## config.mk

```make
export PLATFORM = sky130hd
export DESIGN_NAME = addr_phase_initiator
export DESIGN_NICKNAME = d
export VERILOG_FILES = /design/src/rtl/aps_pkg.sv /design/src/rtl/aps_window_timer.sv /design/src/rtl/aps_bus_mux.sv /design/src/rtl/addr_phase_initiator.sv
export SDC_FILE = /design/constraint.sdc
export NUM_CORES = 1
export LEC_CHECK = 0
export BUFFER_PORTS_ARGS = -buffer_cell sky130_fd_sc_hd__buf_2
export CORE_MARGIN = 1.5
export CORE_UTILIZATION = 57
export CTS_BUF_LIST = sky130_fd_sc_hd__clkbuf_4 sky130_fd_sc_hd__clkbuf_8
export DETAILED_ROUTE_END_ITERATION = 7
export PLACE_DENSITY = 0.89
export SLEW_MARGIN = 10
export SYNTH_ARGS = -nofsm -noshare
export SYNTH_HDL_FRONTEND = slang
export SYNTH_HIERARCHICAL = 1
export SYNTH_SLANG_ARGS = --single-unit
```

## constraint.sdc

```tcl
create_clock -name clk -period 3.5 [get_ports clk]
set_clock_uncertainty 0.05 [all_clocks]
set_input_delay 0.35 -clock clk [delete_from_list [all_inputs] [get_ports clk]]
set_output_delay 0.35 -clock clk [all_outputs]
set_load 0.01 [all_outputs]
```

## src/rtl/aps_pkg.sv

```systemverilog
package aps_pkg;

  localparam logic [3:0] CMD_DUAL_ADDR = 4'b1101;
  localparam logic [3:0] CMD_BROADCAST = 4'b0001;

  typedef enum logic [2:0] {
    ST_IDLE,
    ST_REQ,
    ST_ALO,
    ST_AHI,
    ST_WAIT,
    ST_BCAST,
    ST_HAND,
    ST_ABRT
  } aps_state_e;

  // two-cycle address only when the upper word carries information
  function automatic logic needs_two_cycles(input logic [63:0] addr);
    return |addr[63:32];
  endfunction

  function automatic logic cmd_is_read(input logic [3:0] cmd);
    return ~cmd[0];
  endfunction

  function automatic logic [31:0] abort_fill(input logic rd);
    return rd ? 32'hFFFF_FFFF : 32'h0;
  endfunction

endpackage

```

## src/rtl/aps_window_timer.sv

```systemverilog
module aps_window_timer #(
  parameter int MAX_LIMIT = 5,
  localparam int CW = $clog2(MAX_LIMIT + 1)
) (
  input  logic          clk,
  input  logic          rst_n,
  input  logic          run_i,
  input  logic [CW-1:0] limit_i,
  output logic          last_o
);
  logic [CW-1:0] cnt_q;

  always_ff @(posedge clk) begin
    if (!rst_n || !run_i) cnt_q <= '0;
    else                  cnt_q <= cnt_q + 1'b1;
  end

  assign last_o = run_i && (cnt_q == limit_i - 1'b1);
endmodule

```

## src/rtl/aps_bus_mux.sv

```systemverilog
module aps_bus_mux
  import aps_pkg::*;
#(
  parameter int DW = 32,
  localparam int AW = 2 * DW
) (
  input  aps_state_e    state_i,
  input  logic [AW-1:0] addr_i,
  input  logic [3:0]    cmd_i,
  input  logic          two_cyc_i,
  output logic [DW-1:0] ad_o,
  output logic [3:0]    cbe_o,
  output logic          drive_o
);
  always_comb begin
    ad_o    = '0;
    cbe_o   = '0;
    drive_o = 1'b0;
    unique case (state_i)
      ST_ALO: begin
        ad_o    = addr_i[DW-1:0];
        cbe_o   = two_cyc_i ? CMD_DUAL_ADDR : cmd_i;
        drive_o = 1'b1;
      end
      ST_AHI: begin
        ad_o    = addr_i[AW-1:DW];
        cbe_o   = cmd_i;
        drive_o = 1'b1;
      end
      ST_BCAST: begin
        ad_o    = addr_i[DW-1:0];
        drive_o = 1'b1;
      end
      default: ;
    endcase
  end
endmodule

```

## src/rtl/addr_phase_initiator.sv

```systemverilog
module addr_phase_initiator
  import aps_pkg::*;
#(
  parameter int CLAIM_WIN = 5,
  parameter int SPEC_HOLD = 4,
  parameter int DW        = 32,
  localparam int AW       = 2 * DW,
  localparam int MAXL     = (CLAIM_WIN > SPEC_HOLD) ? CLAIM_WIN : SPEC_HOLD,
  localparam int CW       = $clog2(MAXL + 1)
) (
  input  logic          clk,
  input  logic          rst_n,
  input  logic          start_i,
  input  logic [AW-1:0] req_addr_i,
  input  logic [3:0]    req_cmd_i,
  input  logic          grant_i,
  input  logic          claim_i,
  output logic          busreq_o,
  output logic          ad_drive_o,
  output logic [DW-1:0] ad_o,
  output logic [3:0]    cbe_o,
  output logic          done_o,
  output logic          mabort_o,
  output logic          handoff_o,
  output logic [DW-1:0] rdata_o
);
  aps_state_e    state_q, state_d;
  logic [AW-1:0] addr_q;
  logic [3:0]    cmd_q;
  logic          two_cyc, bcast, win_last;
  logic [CW-1:0] limit;

  // named events for the checker
  logic ev_addr_lo, ev_addr_hi, ev_claim_seen, ev_window_out, cur_read, is_idle;

  assign two_cyc  = needs_two_cycles(addr_q);
  assign bcast    = (cmd_q == CMD_BROADCAST);
  assign cur_read = cmd_is_read(cmd_q);
  assign is_idle  = (state_q == ST_IDLE);

  assign limit = (state_q == ST_BCAST) ? CW'(SPEC_HOLD) : CW'(CLAIM_WIN);

  aps_window_timer #(.MAX_LIMIT(MAXL)) u_timer (
    .clk    (clk),
    .rst_n  (rst_n),
    .run_i  ((state_q == ST_WAIT) || (state_q == ST_BCAST)),
    .limit_i(limit),
    .last_o (win_last)
  );

  assign ev_addr_lo    = (state_q == ST_ALO);
  assign ev_addr_hi    = (state_q == ST_AHI);
  assign ev_claim_seen = (state_q == ST_WAIT) && claim_i;
  assign ev_window_out = (state_q == ST_WAIT) && !claim_i && win_last;

  always_comb begin
    state_d = state_q;
    unique case (state_q)
      ST_IDLE:  if (start_i) state_d = ST_REQ;
      ST_REQ:   if (grant_i) state_d = ST_ALO;
      ST_ALO:   state_d = two_cyc ? ST_AHI : (bcast ? ST_BCAST : ST_WAIT);
      ST_AHI:   state_d = bcast ? ST_BCAST : ST_WAIT;
      ST_WAIT: begin
        if (ev_claim_seen)      state_d = ST_HAND;
        else if (ev_window_out) state_d = ST_ABRT;
      end
      ST_BCAST: if (win_last) state_d = ST_ABRT;
      ST_HAND:  state_d = ST_IDLE;
      ST_ABRT:  state_d = ST_IDLE;
      default:  state_d = ST_IDLE;
    endcase
  end

  always_ff @(posedge clk) begin
    if (!rst_n) begin
      state_q <= ST_IDLE;
      addr_q  <= '0;
      cmd_q   <= '0;
    end else begin
      state_q <= state_d;
      if (is_idle && start_i) begin
        addr_q <= req_addr_i;
        cmd_q  <= req_cmd_i;
      end
    end
  end

  aps_bus_mux #(.DW(DW)) u_mux (
    .state_i  (state_q),
    .addr_i   (addr_q),
    .cmd_i    (cmd_q),
    .two_cyc_i(two_cyc),
    .ad_o     (ad_o),
    .cbe_o    (cbe_o),
    .drive_o  (ad_drive_o)
  );

  assign busreq_o  = (state_q == ST_REQ) || (state_q == ST_ALO) || (state_q == ST_AHI)
                  || (state_q == ST_WAIT) || (state_q == ST_BCAST);
  assign handoff_o = (state_q == ST_HAND);
  assign mabort_o  = (state_q == ST_ABRT);
  assign done_o    = handoff_o || mabort_o;
  assign rdata_o   = mabort_o ? abort_fill(cur_read) : '0;
endmodule

```

Word level (Yosys, flattened, before mapping)

Cells that the tools add are included.
Widths: inputs -> output; s select.

$add $sub $neg: 2
Equality and inequality tests: 13
Muxes and demuxes: 15
Reduce and logical (&&, ||, !) cells: 21

Operator list:

| kind                | count |
|---|---|
| $mux 32             | 2 |
| $pmux 32 s2         | 1 |
| $reduce_or 32->1    | 1 |
| $pmux 3 s7          | 1 |
| $mux 3              | 6 |
| $eq 3x3->1 const B  | 4 |
| $pmux 4 s2          | 1 |
| $logic_or 1x1->1    | 7 |
| $eq 3x2->1 const B  | 2 |
| $ne 2x2->1 const B  | 3 |
| $logic_and 1x1->1   | 5 |
| $eq 4x1->1 const B  | 1 |
| $mux 4              | 1 |
| $reduce_and 4->1    | 1 |
| $reduce_or 2->1     | 2 |
| $add 3x1->3 const B | 1 |
| $eq 3x1->1 const B  | 1 |
| $eq 3x3->1          | 1 |
| $logic_not 1->1     | 3 |
| $logic_not 3->1     | 1 |
| $mux 1              | 3 |
| $ne 3x3->1 const B  | 1 |
| $reduce_or 3->1     | 1 |
| $sub 3x1->3 const B | 1 |

Flip-flop bits (word level): 74
Input bits: 73
Output and inout bits: 73
Word-level logic and storage cells: 55

Longest topological paths before layout

Word-level depth: 9
Mapped depth: 11

By module

The synthesis kept the hierarchy.

By module, submodules not included:

| module               | instances | cells an instance | area each (um2) | sequential area each (um2) |
|---|---|---|---|---|
| addr_phase_initiator | 1         | 376               | 3205.6          | 1421.4 |
| aps_bus_mux          | 1         | 88                | 984.7           | 0.0 |
| aps_window_timer     | 1         | 16                | 167.7           | 60.1 |

Worst setup path after synthesis

OpenSTA, ideal clock, no wires.

Kind: reg-to-output
Start point: register state_q[2]
End point: output rdata_o[10]
Data arrival time: 1.847 ns
Required time: 3.100 ns
Setup slack: 1.253 ns
Stages on the path, launching flop included: 5
Buffers on the path: 2
Path through: dfxtp_1 clkbuf_1 and3_1 and2_1 buf_4

Cells in the longest elaborated chain, start to end: 2

RTL lines:

| what                     | RTL line                    | text |
|---|---|---|
| start: declaration       | addr_phase_initiator.sv:27  | `aps_state_e state_q, state_d;` |
| start signal: assignment | addr_phase_initiator.sv:80  | `state_q <= state_d;` |
| $eq 3x3->1               | addr_phase_initiator.sv:101 | `assign mabort_o = (state_q == ST_ABRT);` |
| net mabort_o             | addr_phase_initiator.sv:23  | `output logic mabort_o,` |
| $mux 32                  | addr_phase_initiator.sv:103 | `assign rdata_o = mabort_o ? abort_fill(cur_read) : '0;` |
| end: declaration         | addr_phase_initiator.sv:25  | `output logic [DW-1:0] rdata_o` |

The timed path passes the listed nets, and every way through them passes these cells.

Worst setup path in the final report

Start point: register state_q[2]
End point: output ad_o[27]

Cells in the longest elaborated chain, start to end: 3
Elaborated cells on any way between the ends: 5

RTL lines:

| what                                     | RTL line                   | text |
|---|---|---|
| $eq 3x2->1 or $eq 3x3->1 (tied branches) | aps_bus_mux.sv:19          | `unique case (state_i)` |
| $reduce_or 2->1 (no source line)         | n/a                        |  |
| $pmux 32 s2 (*)                          | aps_bus_mux.sv:19          |  |
| end: declaration                         | addr_phase_initiator.sv:20 | `output logic [DW-1:0] ad_o,` |

Every way passes the cells marked *; elsewhere a longest branch is shown, timed or not.

==> run_results.csv <==
group,metric,value,unit
clocking,cts.hold.buffers_added,0,
yosys,synth_ff_type,"dfxtp_1",
sta,rsz0062_at_grt,"no",
run_status,status,"completed",
die,die_h,90.4,um
die,row_count,31,
yosys,ys_seq_area_share,34.0,%
placement,pre_cts_slack,0.994,ns
placement,dp.cells,659,
pwr,p_leak,2.16,nW
sta,setup_slack,0.841,ns
setup_path,critPathBufInv,2,
detailed_routing,wl_per_cell,14.4,um
min_path,hold_class,"input port to register",
yosys,synth_area,4360,um2
detailed_routing,dr.pass1.iters,4,
setup_path,reg2reg_slack,0.99,ns
detailed_routing,routed_via_density,5.35,
yosys,syn_area_per_cell,9.08,um2
clocking,cts_tree,"done",
die,die_area,8180,um2
detailed_routing,antenna_left,0,
yosys,synth_most_common_cell,"nand2_1",
clocking,cts_inserted_buffers,9,
sta,fin_tns_setup,0,ns
finish,drive_gt1_share,38.5,%
min_path,worstHoldStart,"req_addr_i[19]",
setup_path,cp.arrival,2.26,ns
setup_path,path_max_fanout,19,
pwr,power,2.22,mW
setup_path,crit_type,"register to output pin",
clocking,h-tree-depth,3,
clocking,worstSkewPairLatency,0.34,ns
yosys,ys_ff_latch,74,
setup_path,crit_cells,4,
grt,grt_first_pass_wirelength,15.7,mm
setup_path,max_stage_delay,0.63,ns
yosys,yosys.cell_types.count,40,
pwr,ir_drop,0.000242,V
detailed_routing,wl,9.70,mm
yosys,yosysTopAreaCell,"dfxtp_1",
finish,fin_cells,675,
detailed_routing,vias,3608,
sta,slew_viol_final,0,
sta,fin_crit,2.66,ns
grt,grt_pass1_vias,3284,
setup_path,start_kind,"register",
yosys,synth_cells,480,
finish,nNetsFinal,646,
clocking,clockRootBuffer,"clkbuf_8",
pwr,power-per-cell-area,450,nW/um2
min_path,hold_depth,3,
yosys,yosys_warnings,6,
setup_path,crit_slowest_cell,"nand2b_2",
setup_path,r2r-end,"state_q[1]$_SDFFE_PN0P_",
flow_run,maxCapViolCount,0,
setup_path,rr_startpoint,"state_q[2]$_SDFFE_PN0P_",
yosys,synth_edf_count,0,
clocking,cts_num_sinks,74,
yosys,synthArstFlopShare,0,%
detailed_routing,drtIter0Drc,131,
min_path,holdPathEnd,"addr_q[19]$_SDFFE_PN0P_",
grt,antenna_found_initial,0,
finish,area_delta_synth_final,13.1,%
finish,n_antenna_cell,0,
die,ios,146,
clocking,clkTransAtPathRegs,0.08,ns
setup_path,required,3.10,ns
placement,gp_congestion,0.835,
clocking,cts_setup_buffers,0,
setup_path,critical_path.top_delay_family,"simple AND/OR/NAND/NOR gates",
yosys,ys_top_cells_by_count,"141 x nand2_1, 74 x dfxtp_1, 48 x a21boi_0",
sta,max_slew_margin,26.2,%
sta,timing.final.crit_share,76.0,%
setup_path,path_cells,"nand2b_2, buf_4, o2bb2ai_1, buf_2",
setup_path,endpoint_kind,"output pin",
die,die-width,90.4,um
detailed_routing,drc,0,
sta,worst_pin_slew,1.11,ns
sta,setup_viol,0,
placement,dp_hpwl,6.62,mm
grt,grt_max_degree,75,
placement,portBuffers,145,
sta,fmax,376,MHz
setup_path,ff2ff_path_depth,9,
clocking,clock_path_buffers,2,
grt,overflow,0,
die,start_util,59.4,%
sta,hold_viol,0,
grt,grtUsageTotal,23.6,%
yosys,synthTopCellsByArea,"dfxtp_1 34%, nand2_1 12%, o2bb2ai_2 10%, a21boi_0 8.3%, mux2i_1 7.3%",
die,core,7330,um2
clocking,cts_resized,0,
yosys,synthesis.nets,555,
yosys,synth_top_cell_area_share,34.0,%
==> per-stage QoR <==
step	util [%]	area (um2)	hold WS, ns
floorplan	-	4360	0.378
global placement	64.0	4690	0.395
detailed placement	64.0	4690	0.408
CTS	67.2	4930	0.190
global route	67.2	4930	0.195
finish	67.2	4930	0.203
==> worst min-delay path, stage by stage <==
cell and delay, ns:
buf_2 0.09, nand2_1 0.06, a21boi_2 0.05
==> worst max-delay path by stage <==
stage                       startpoint                       to  slack, ns
6_report       state_q[2]$_SDFFE_PN0P_                 ad_o[27]       0.84
5_1_grt        state_q[0]$_SDFFE_PN0P_              rdata_o[31]       0.70
4_1_cts        state_q[2]$_SDFFE_PN0P_                 ad_o[27]       0.84
3_5_place_dp   state_q[2]$_SDFFE_PN0P_  state_q[1]$_SDFFE_PN0P_       0.99
3_3_place_gp   state_q[2]$_SDFFE_PN0P_  state_q[1]$_SDFFE_PN0P_       1.15
2_1_floorplan  state_q[2]$_SDFFE_PN0P_              rdata_o[10]       1.25
==> area by class of cell <==
class                           count  area [um2]
Timing Repair Buffer              149         756
Clock buffer                       12         165
Multi-Input combinational cell    331        2310
Clock inverter                      4        72.6
Sequential cell                    74        1480
Tap cell                           99         124
Inverter                            6        22.5
Fill cell                         595        2400
==> power breakdown <==
group / leakage, nW / switching, mW / internal (mW)
combinational: 1.43 / 0.273 / 0.181
clock: 0.119 / 0.314 / 0.459
sequential: 0.607 / 0.0752 / 0.918
==> logic make-up after synthesis <==
kind of cell,synth area share [%]
XOR/XNOR,1.12
buffers and inverters,13.2
AND/OR/NAND/NOR,17.2
multiplexers,7.35
adder cells (fa/ha/maj),0.574
flip-flops,34.0
AO/OA/AOI/OAI,26.4
other,0.172
==> routing by layer <==
| layer | GRT usage, % | vias to the layer above | routed length, um |
|---|---|---|---|
| met1 | 29.4 | 1682 | 4340 |
| met5 | 0 | - | 0 |
| met4 | 5.82 | 0 | 84 |
| li1 | - | 1782 | - |
| met2 | 41.5 | 134 | 4770 |
| met3 | 4.97 | 10 | 512 |
==> registers in the layout, indices dropped and copies added, names as in the netlist <==
signal,flops
cmd_q,4
u_timer/cnt_q,3
state_q,3
addr_q,64
==> cells in the final DEF, fill, tap and decap left out, types with 2 or more instances in the layout <==
| master | n |
|---|---|
| a21boi_0 | 48 |
| a21boi_2 | 20 |
| a21oi_1 | 6 |
| and2_1 | 2 |
| and3_1 | 2 |
| buf_2 | 145 |
| buf_4 | 4 |
| bufinv_16 | 2 |
| clkbuf_8 | 12 |
| conb_1 | 2 |
| dfxtp_1 | 73 |
| ha_1 | 2 |
| inv_1 | 6 |
| mux2i_1 | 32 |
| nand2_1 | 140 |
| nand4_1 | 2 |
| nor2_1 | 6 |
| nor2b_1 | 5 |
| nor4_1 | 8 |
| o21ai_0 | 6 |
| o2bb2ai_1 | 2 |
| o2bb2ai_2 | 30 |
| xor2_1 | 2 |
(Power assumes the default switching activity.)
